$ cat src/rtl/clk_park_pkg.sv
package clk_park_pkg;
   typedef enum logic [2:0] {
      SEQ_RUN,
      SEQ_STOP,
      SEQ_OFF,
      SEQ_WAKE,
      SEQ_RESUME
   } seq_state_e;
endpackage

$ cat src/rtl/clk_park_qual.sv
module clk_park_qual #(
   parameter int SYNC_STAGES = 2
) (
   input  logic clk,
   input  logic rst_n,
   input  logic pin_i,
   input  logic smp_src_i,
   output logic pg_done_o,
   output logic pd_req_o,
   output logic pd_clr_o
);
   logic [SYNC_STAGES-1:0] sync_q;
   logic                   pin_s;
   logic                   smp_prev_q;
   logic                   smp_evt;
   logic [1:0]             hist_q;
   logic                   pg_q;

   generate
      if (SYNC_STAGES < 2) begin : g_bad_sync
         $error("clk_park_qual: SYNC_STAGES must be at least 2");
      end
   endgenerate

   always_ff @(posedge clk or negedge rst_n) begin
      if (!rst_n) begin
         sync_q <= '1;
      end else begin
         sync_q <= {sync_q[SYNC_STAGES-2:0], pin_i};
      end
   end

   assign pin_s   = sync_q[SYNC_STAGES-1];
   assign smp_evt = smp_prev_q & ~smp_src_i;

   always_ff @(posedge clk or negedge rst_n) begin
      if (!rst_n) begin
         smp_prev_q <= 1'b0;
         hist_q     <= 2'b00;
         pg_q       <= 1'b0;
      end else begin
         smp_prev_q <= smp_src_i;
         if (smp_evt) begin
            hist_q <= {hist_q[0], pin_s};
            if (!pin_s) pg_q <= 1'b1;
         end
      end
   end

   assign pg_done_o = pg_q;
   assign pd_req_o  = pg_q & (&hist_q);
   assign pd_clr_o  = ~|hist_q;


   pd_at_sample_chk: assert property (@(posedge clk) disable iff (!rst_n)
      $rose(pd_req_o) |-> ($past(smp_evt) && $past(pin_s)));
endmodule

$ cat src/rtl/clk_park_gate.sv
module clk_park_gate #(
   parameter bit PARK_HIGH = 1'b0
) (
   input  logic clk,
   input  logic rst_n,
   input  logic src_i,
   input  logic stop_i,
   output logic run_o
);
   logic run_q;

   always_ff @(posedge clk or negedge rst_n) begin
      if (!rst_n) begin
         run_q <= 1'b1;
      end else if (src_i == PARK_HIGH) begin
         run_q <= ~stop_i;
      end
   end

   assign run_o = run_q;


   gate_phase_chk: assert property (@(posedge clk) disable iff (!rst_n)
      !$stable(run_q) |-> ($past(src_i) == PARK_HIGH));
endmodule

$ cat src/rtl/clk_park_fsm.sv
module clk_park_fsm
   import clk_park_pkg::*;
#(
   parameter int SETTLE_CYC = 16,
   parameter int N_GATES    = 7
) (
   input  logic               clk,
   input  logic               rst_n,
   input  logic               pg_done_i,
   input  logic               pd_req_i,
   input  logic               pd_clr_i,
   input  logic [N_GATES-1:0] gates_i,
   output logic               stop_o,
   output logic               osc_en_o,
   output logic               parked_o
);
   localparam int CNT_W = $clog2(SETTLE_CYC + 1);
   localparam logic [CNT_W-1:0] SETTLE_LAST = CNT_W'(SETTLE_CYC);

   seq_state_e       state_q, state_d;
   logic [CNT_W-1:0] cnt_q;

   generate
      if (SETTLE_CYC < 1) begin : g_bad_settle
         $error("clk_park_fsm: SETTLE_CYC must be at least 1");
      end
   endgenerate

   always_comb begin
      state_d = state_q;
      unique case (state_q)
         SEQ_RUN:    if (pd_req_i) state_d = SEQ_STOP;
         SEQ_STOP:   if (gates_i == '0) state_d = SEQ_OFF;
         SEQ_OFF:    if (pd_clr_i) state_d = SEQ_WAKE;
         SEQ_WAKE:   if (cnt_q == SETTLE_LAST) state_d = SEQ_RESUME;
         SEQ_RESUME: if (&gates_i) state_d = SEQ_RUN;
         default:    state_d = SEQ_RUN;
      endcase
   end

   always_ff @(posedge clk or negedge rst_n) begin
      if (!rst_n) begin
         state_q <= SEQ_RUN;
         cnt_q   <= '0;
      end else begin
         state_q <= state_d;
         if (state_q == SEQ_WAKE) cnt_q <= cnt_q + 1'b1;
         else                     cnt_q <= '0;
      end
   end

   assign stop_o   = (state_q == SEQ_STOP) || (state_q == SEQ_OFF) || (state_q == SEQ_WAKE);
   assign osc_en_o = (state_q != SEQ_OFF);
   assign parked_o = (state_q == SEQ_OFF);


   osc_off_parked_chk: assert property (@(posedge clk) disable iff (!rst_n)
      !osc_en_o |-> (gates_i == '0));

   no_pd_before_pg_chk: assert property (@(posedge clk) disable iff (!rst_n)
      !pg_done_i |-> osc_en_o);

   wake_held_chk: assert property (@(posedge clk) disable iff (!rst_n)
      $rose(osc_en_o) |-> (stop_o && (gates_i == '0)));
endmodule

$ cat src/rtl/clk_park_seq.sv
module clk_park_seq #(
   parameter int N_SE        = 4,
   parameter int N_DIF       = 3,
   parameter int SYNC_STAGES = 2,
   parameter int SETTLE_CYC  = 16
) (
   input  logic             clk,
   input  logic             rst_n,
   input  logic             ctl_pin_i,
   input  logic [N_DIF-1:0] drive_mode_i,
   input  logic [N_SE-1:0]  se_src_i,
   input  logic [N_DIF-1:0] dif_src_i,
   output logic [N_SE-1:0]  se_clk_o,
   output logic [N_DIF-1:0] dif_t_o,
   output logic [N_DIF-1:0] dif_t_oe_o,
   output logic [N_DIF-1:0] dif_c_o,
   output logic [N_DIF-1:0] dif_c_oe_o,
   output logic             xtal_en_o,
   output logic             vco_en_o,
   output logic             parked_o
);
   localparam int N_GATES = N_SE + N_DIF;

   logic               pg_done, pd_req, pd_clr, stop, osc_en;
   logic [N_SE-1:0]    se_run;
   logic [N_DIF-1:0]   dif_run;

   generate
      if (N_SE < 1)  begin : g_bad_se  $error("clk_park_seq: N_SE must be at least 1");  end
      if (N_DIF < 1) begin : g_bad_dif $error("clk_park_seq: N_DIF must be at least 1"); end
   endgenerate

   clk_park_qual #(.SYNC_STAGES(SYNC_STAGES)) qual_i (
      .clk       (clk),
      .rst_n     (rst_n),
      .pin_i     (ctl_pin_i),
      .smp_src_i (dif_src_i[0]),
      .pg_done_o (pg_done),
      .pd_req_o  (pd_req),
      .pd_clr_o  (pd_clr)
   );

   generate
      for (genvar i = 0; i < N_SE; i++) begin : g_se
         clk_park_gate #(.PARK_HIGH(1'b0)) gate_i (
            .clk    (clk),
            .rst_n  (rst_n),
            .src_i  (se_src_i[i]),
            .stop_i (stop),
            .run_o  (se_run[i])
         );
         assign se_clk_o[i] = se_src_i[i] & se_run[i];
      end
      for (genvar g = 0; g < N_DIF; g++) begin : g_dif
         clk_park_gate #(.PARK_HIGH(1'b1)) gate_i (
            .clk    (clk),
            .rst_n  (rst_n),
            .src_i  (dif_src_i[g]),
            .stop_i (stop),
            .run_o  (dif_run[g])
         );
         assign dif_t_o[g]    = dif_run[g] ? dif_src_i[g] : 1'b1;
         assign dif_t_oe_o[g] = dif_run[g] | ~drive_mode_i[g];
         assign dif_c_o[g]    = dif_run[g] & ~dif_src_i[g];
         assign dif_c_oe_o[g] = dif_run[g];


         park_mode0_chk: assert property (@(posedge clk) disable iff (!rst_n)
            (parked_o && !drive_mode_i[g]) |-> (dif_t_o[g] && dif_t_oe_o[g] && !dif_c_oe_o[g]));

         park_mode1_chk: assert property (@(posedge clk) disable iff (!rst_n)
            (parked_o && drive_mode_i[g]) |-> (!dif_t_oe_o[g] && !dif_c_oe_o[g]));
      end
   endgenerate

   clk_park_fsm #(.SETTLE_CYC(SETTLE_CYC), .N_GATES(N_GATES)) fsm_i (
      .clk       (clk),
      .rst_n     (rst_n),
      .pg_done_i (pg_done),
      .pd_req_i  (pd_req),
      .pd_clr_i  (pd_clr),
      .gates_i   ({dif_run, se_run}),
      .stop_o    (stop),
      .osc_en_o  (osc_en),
      .parked_o  (parked_o)
   );

   assign xtal_en_o = osc_en;
   assign vco_en_o  = osc_en;


   se_parked_low_chk: assert property (@(posedge clk) disable iff (!rst_n)
      parked_o |-> (se_clk_o == '0));
endmodule

$ cat config.mk
export PLATFORM = sky130hd
export DESIGN_NAME = clk_park_seq
export DESIGN_NICKNAME = d
export VERILOG_FILES = /design/src/rtl/clk_park_pkg.sv /design/src/rtl/clk_park_qual.sv /design/src/rtl/clk_park_gate.sv /design/src/rtl/clk_park_fsm.sv /design/src/rtl/clk_park_seq.sv
export SDC_FILE = /design/constraint.sdc
export NUM_CORES = 1
export LEC_CHECK = 0
export BUFFER_PORTS_ARGS = -buffer_cell sky130_fd_sc_hd__buf_2
export CORE_MARGIN = 8
export CORE_UTILIZATION = 44
export DETAILED_ROUTE_END_ITERATION = 8
export PLACE_DENSITY = 0.84
export SLEW_MARGIN = 20
export SYNTH_ARGS = -nofsm -noshare
export SYNTH_HDL_FRONTEND = slang
export SYNTH_SLANG_ARGS = --single-unit
$ cat constraint.sdc
create_clock -name clk -period 1.3 [get_ports clk]
set_input_delay 0.26 -clock clk [delete_from_list [all_inputs] [get_ports clk]]
set_output_delay 0.26 -clock clk [all_outputs]
set_load 0.02 [all_outputs]
==> results.md <==
- Drt drc: 0
- Dpl ws: 0.0519 ns
- CTS Buffer Depth: 2
- HP Start: ctl_pin_i
- RR Endpoint: fsm_i.state_q[0]
- Sequential area share after synthesis: 53.0%
- Clk pwr share: 15.0%
- RSZ-0062 raised after global routing: true
- Final Non-Filler Cells: 167
- FMAX: roughly 640 MHz
- CTS tree: yes
- Yosys top cell area share: 29.7%
- Placement row count: 17
- Pwr dens: 1370 nW/um^2
- Crit path time final: between 1.5 and 2 ns
- Final setup margin: -0.258 ns
- Slew Viols, Final: 0
- NetSw: 0.745 mW
- Initial antenna violation count: 0
- Starting density of the core: 46.2%
- Post-Route Utilization: between 70% and 80%
- Routed vias/inst: between 5 and 6
- Worst-path cell with the longest stage delay: dfrtp_1
- Synth unique cells: 31
- GP Congestion: around 0.66
- Setup crit end kind: output port
- Total GRT Usage: 14.0%
- Most frequent cells in the layout: 20 x buf_6, 16 x buf_4, 12 x dfrtp_1, 12 x buf_2, 9 x dfstp_2
- Crit path DAT: 1.30 ns
- Die width: 64.0 um
- Leading cell type in the layout, fill and taps excluded: buf_6
- FF+latch count, synth: 21
- Worst Hold End: qual_i.sync_q[0]
- Finish-stage setup viols: 20
- Top cell type by total area after synthesis: dfrtp_1
- Io pins: 32
- Total gr overflow: 0
- CP required: ~1.0 ns
- DIE AREA: 4090 sq um
- Critical path class: reg2out
- Internal: ~1.4 mW
- Clock-pin slew of the registers on the worst-case setup and hold paths: about 0.12 ns
- Syn Area/Cell: around 11 sq um
- Largest stage delay, worst path: 0.39 ns
- Hold depth: 1
- Max Cap Viol: 0
- Worst slew pin tran: between 0.4 and 0.5 ns
- Clk Latency, worst-skew pair: between 0.3 and 0.4 ns
- R2r setup slk: 0 ns
- Failing checks: negative setup slack
- Hold/Removal Path Class: in2reg
- Share of layout cells above drive strength 1: 63.3%
- Clk root buf: clkbuf_4
- Largest cells by area after synthesis: dfrtp_1 30%, dfstp_2 23%, mux2_2 6.7%
- Diode count: 0
- Nets: 155
- Flop pwr share: 42.1%
- DRT antenna net count: 0
- Tot Pwr: roughly 2.1 mW
- Vias in the first global route: 913
- R2r worst-path depth: 5
- Yosys warnings: 0
- Run status: finished with violations
- WL/cell: 17.4 um
- Core box area: 2190 sq um
- Clk sink count: 21
- VDD IR max: 0.799 mV
- Leakage: 0.750 nW
- Post-DP HPWL: 1.57 mm
- Pin count of the biggest net entering global routing: 22
- Crit share post-route: 120%
- DRT iter0 DRCs: 14
- H-tree depth: 1
- Worst Path Max Fanout: 3
- Startpoint types: flip-flop
- Syn Nets: ~110
- Logic pwr share: a little over two fifths
- Gate Count Post-Synth: 90
- Layout area overhead: 52.2%
- Chip height: 64.0 um
- Pre-antenna DRT Iters: 4
- Final-report hold violation count: 0
- Max_slew headroom: 68.7%
- Routed WL: between 2 and 3 mm
- DP Cell Count: 148
- Synthesized cell area: around 1000 sq um
- First-pass GRT wire length: 4.44 mm
- Cts bufs inserted: 3
- CP Cell Sequence: inv_2, or3_4, buf_4
- Via count: 852
- Sw frac: 35.3%
- Clock skew: 0.00891 ns
- Reg-to-reg critical path startpoint: g_dif[2].gate_i.run_o
- Buffers on Ports: 31
[final cells by class]
cell class,instances,area (sq um)
Fill cell,141,651
Sequential cell,21,537
Multi-Input combinational cell,56,477
Timing Repair Buffer,50,435
Tap cell,28,35.0
Inverter,8,30.0
Clock buffer,4,26.3
[worst max-delay path: cells and delay by family, from the launching register on]
kind,cells,cell delay [ns]
buf+inv,2,0.23
flops,1,0.39
simple gates,1,0.38
[power groups by stage]
stage          clock network, mW  registers [mW]  logic, mW
2_1_floorplan                  0           0.890      0.513
3_3_place_gp                   0           0.900      0.639
3_5_place_dp                   0           0.908      0.663
4_1_cts                    0.324           0.884      0.813
5_1_grt                    0.341           0.904      0.985
6_report                   0.317           0.889      0.906
[sequential cells by signal (all words and copies together), names as in the netlist]
signal	flops
qual_i.pg_done_o	1
qual_i.hist_q	2
g_dif.gate_i.run_o	3
qual_i.sync_q	2
fsm_i.state_q	3
qual_i.smp_prev_q	1
g_se.gate_i.run_o	4
fsm_i.cnt_q	5
[layer usage]
layer | up-vias | wire length, um | track usage (%)
met3 | 11 | 150 | 2.96
li1 | 392 | - | -
met4 | 0 | 127 | 10.6
met2 | 41 | 1640 | 26.0
met1 | 408 | 991 | 13.0
met5 | - | 0 | 0
[worst max path at each step]
stage                endpoint  cells past startpoint        startpoint
floorplan           xtal_en_o                      3  fsm_i.state_q[1]
global placement     parked_o                      3  fsm_i.state_q[2]
detailed placement   parked_o                      3  fsm_i.state_q[2]
CTS                 xtal_en_o                      2  fsm_i.state_q[2]
global route        xtal_en_o                      3  fsm_i.state_q[1]
finish              xtal_en_o                      3  fsm_i.state_q[1]
[cells by family after synthesis]
logic type	Yosys count	synth area share, %
fa+ha+maj	2	2.47
xor+xnor	3	2.60
buf+inv	13	7.05
simple gates	35	21.1
compound gates	10	7.05
flops	21	53.0
mux	6	6.67
[Yosys cell counts]
| master | number |
|---|---|
| dfrtp_1 | 12 |
| dfstp_2 | 9 |
| inv_1 | 7 |
| nand2_1 | 7 |
| nor2_1 | 7 |
| mux2_2 | 6 |
| nand2b_1 | 5 |
| and2_1 | 4 |
| buf_4 | 4 |
| nand3_1 | 3 |
| a21oi_1 | 2 |
| ha_1 | 2 |
| nor2b_1 | 2 |
| o21bai_1 | 2 |
| xor2_1 | 2 |
| a211oi_2 | 1 |
| a21o_1 | 1 |
| a31oi_1 | 1 |
| buf_6 | 1 |
| inv_2 | 1 |
| nand3b_1 | 1 |
| nand4_1 | 1 |
| nand4bb_1 | 1 |
| nor3_1 | 1 |
| nor4_2 | 1 |
| nor4b_4 | 1 |
| o211ai_1 | 1 |
| o21ai_0 | 1 |
| o31ai_1 | 1 |
| or3_4 | 1 |
| xnor2_1 | 1 |
[per-stage QoR]
step                setup TNS (ns)  hold WS, ns  instance area, sq um
finish                       -2.33       0.0426                  1540
global route                 -3.11       0.0270                  1540
CTS                          -2.21       0.0306                  1470
detailed placement               0        0.237                  1200
global placement                 0        0.229                  1200
floorplan                 -0.00621      -0.0356                  1020
[timing repair]
item                       CTS  global route
resized for setup           50             8
pin swaps                    2             4
hold buffers                 1             0
hold endpoints to repair    12             0
buffers inserted            10             5
setup endpoints to repair   19            22
No activity file was read; power rests on OpenSTA's default activity.
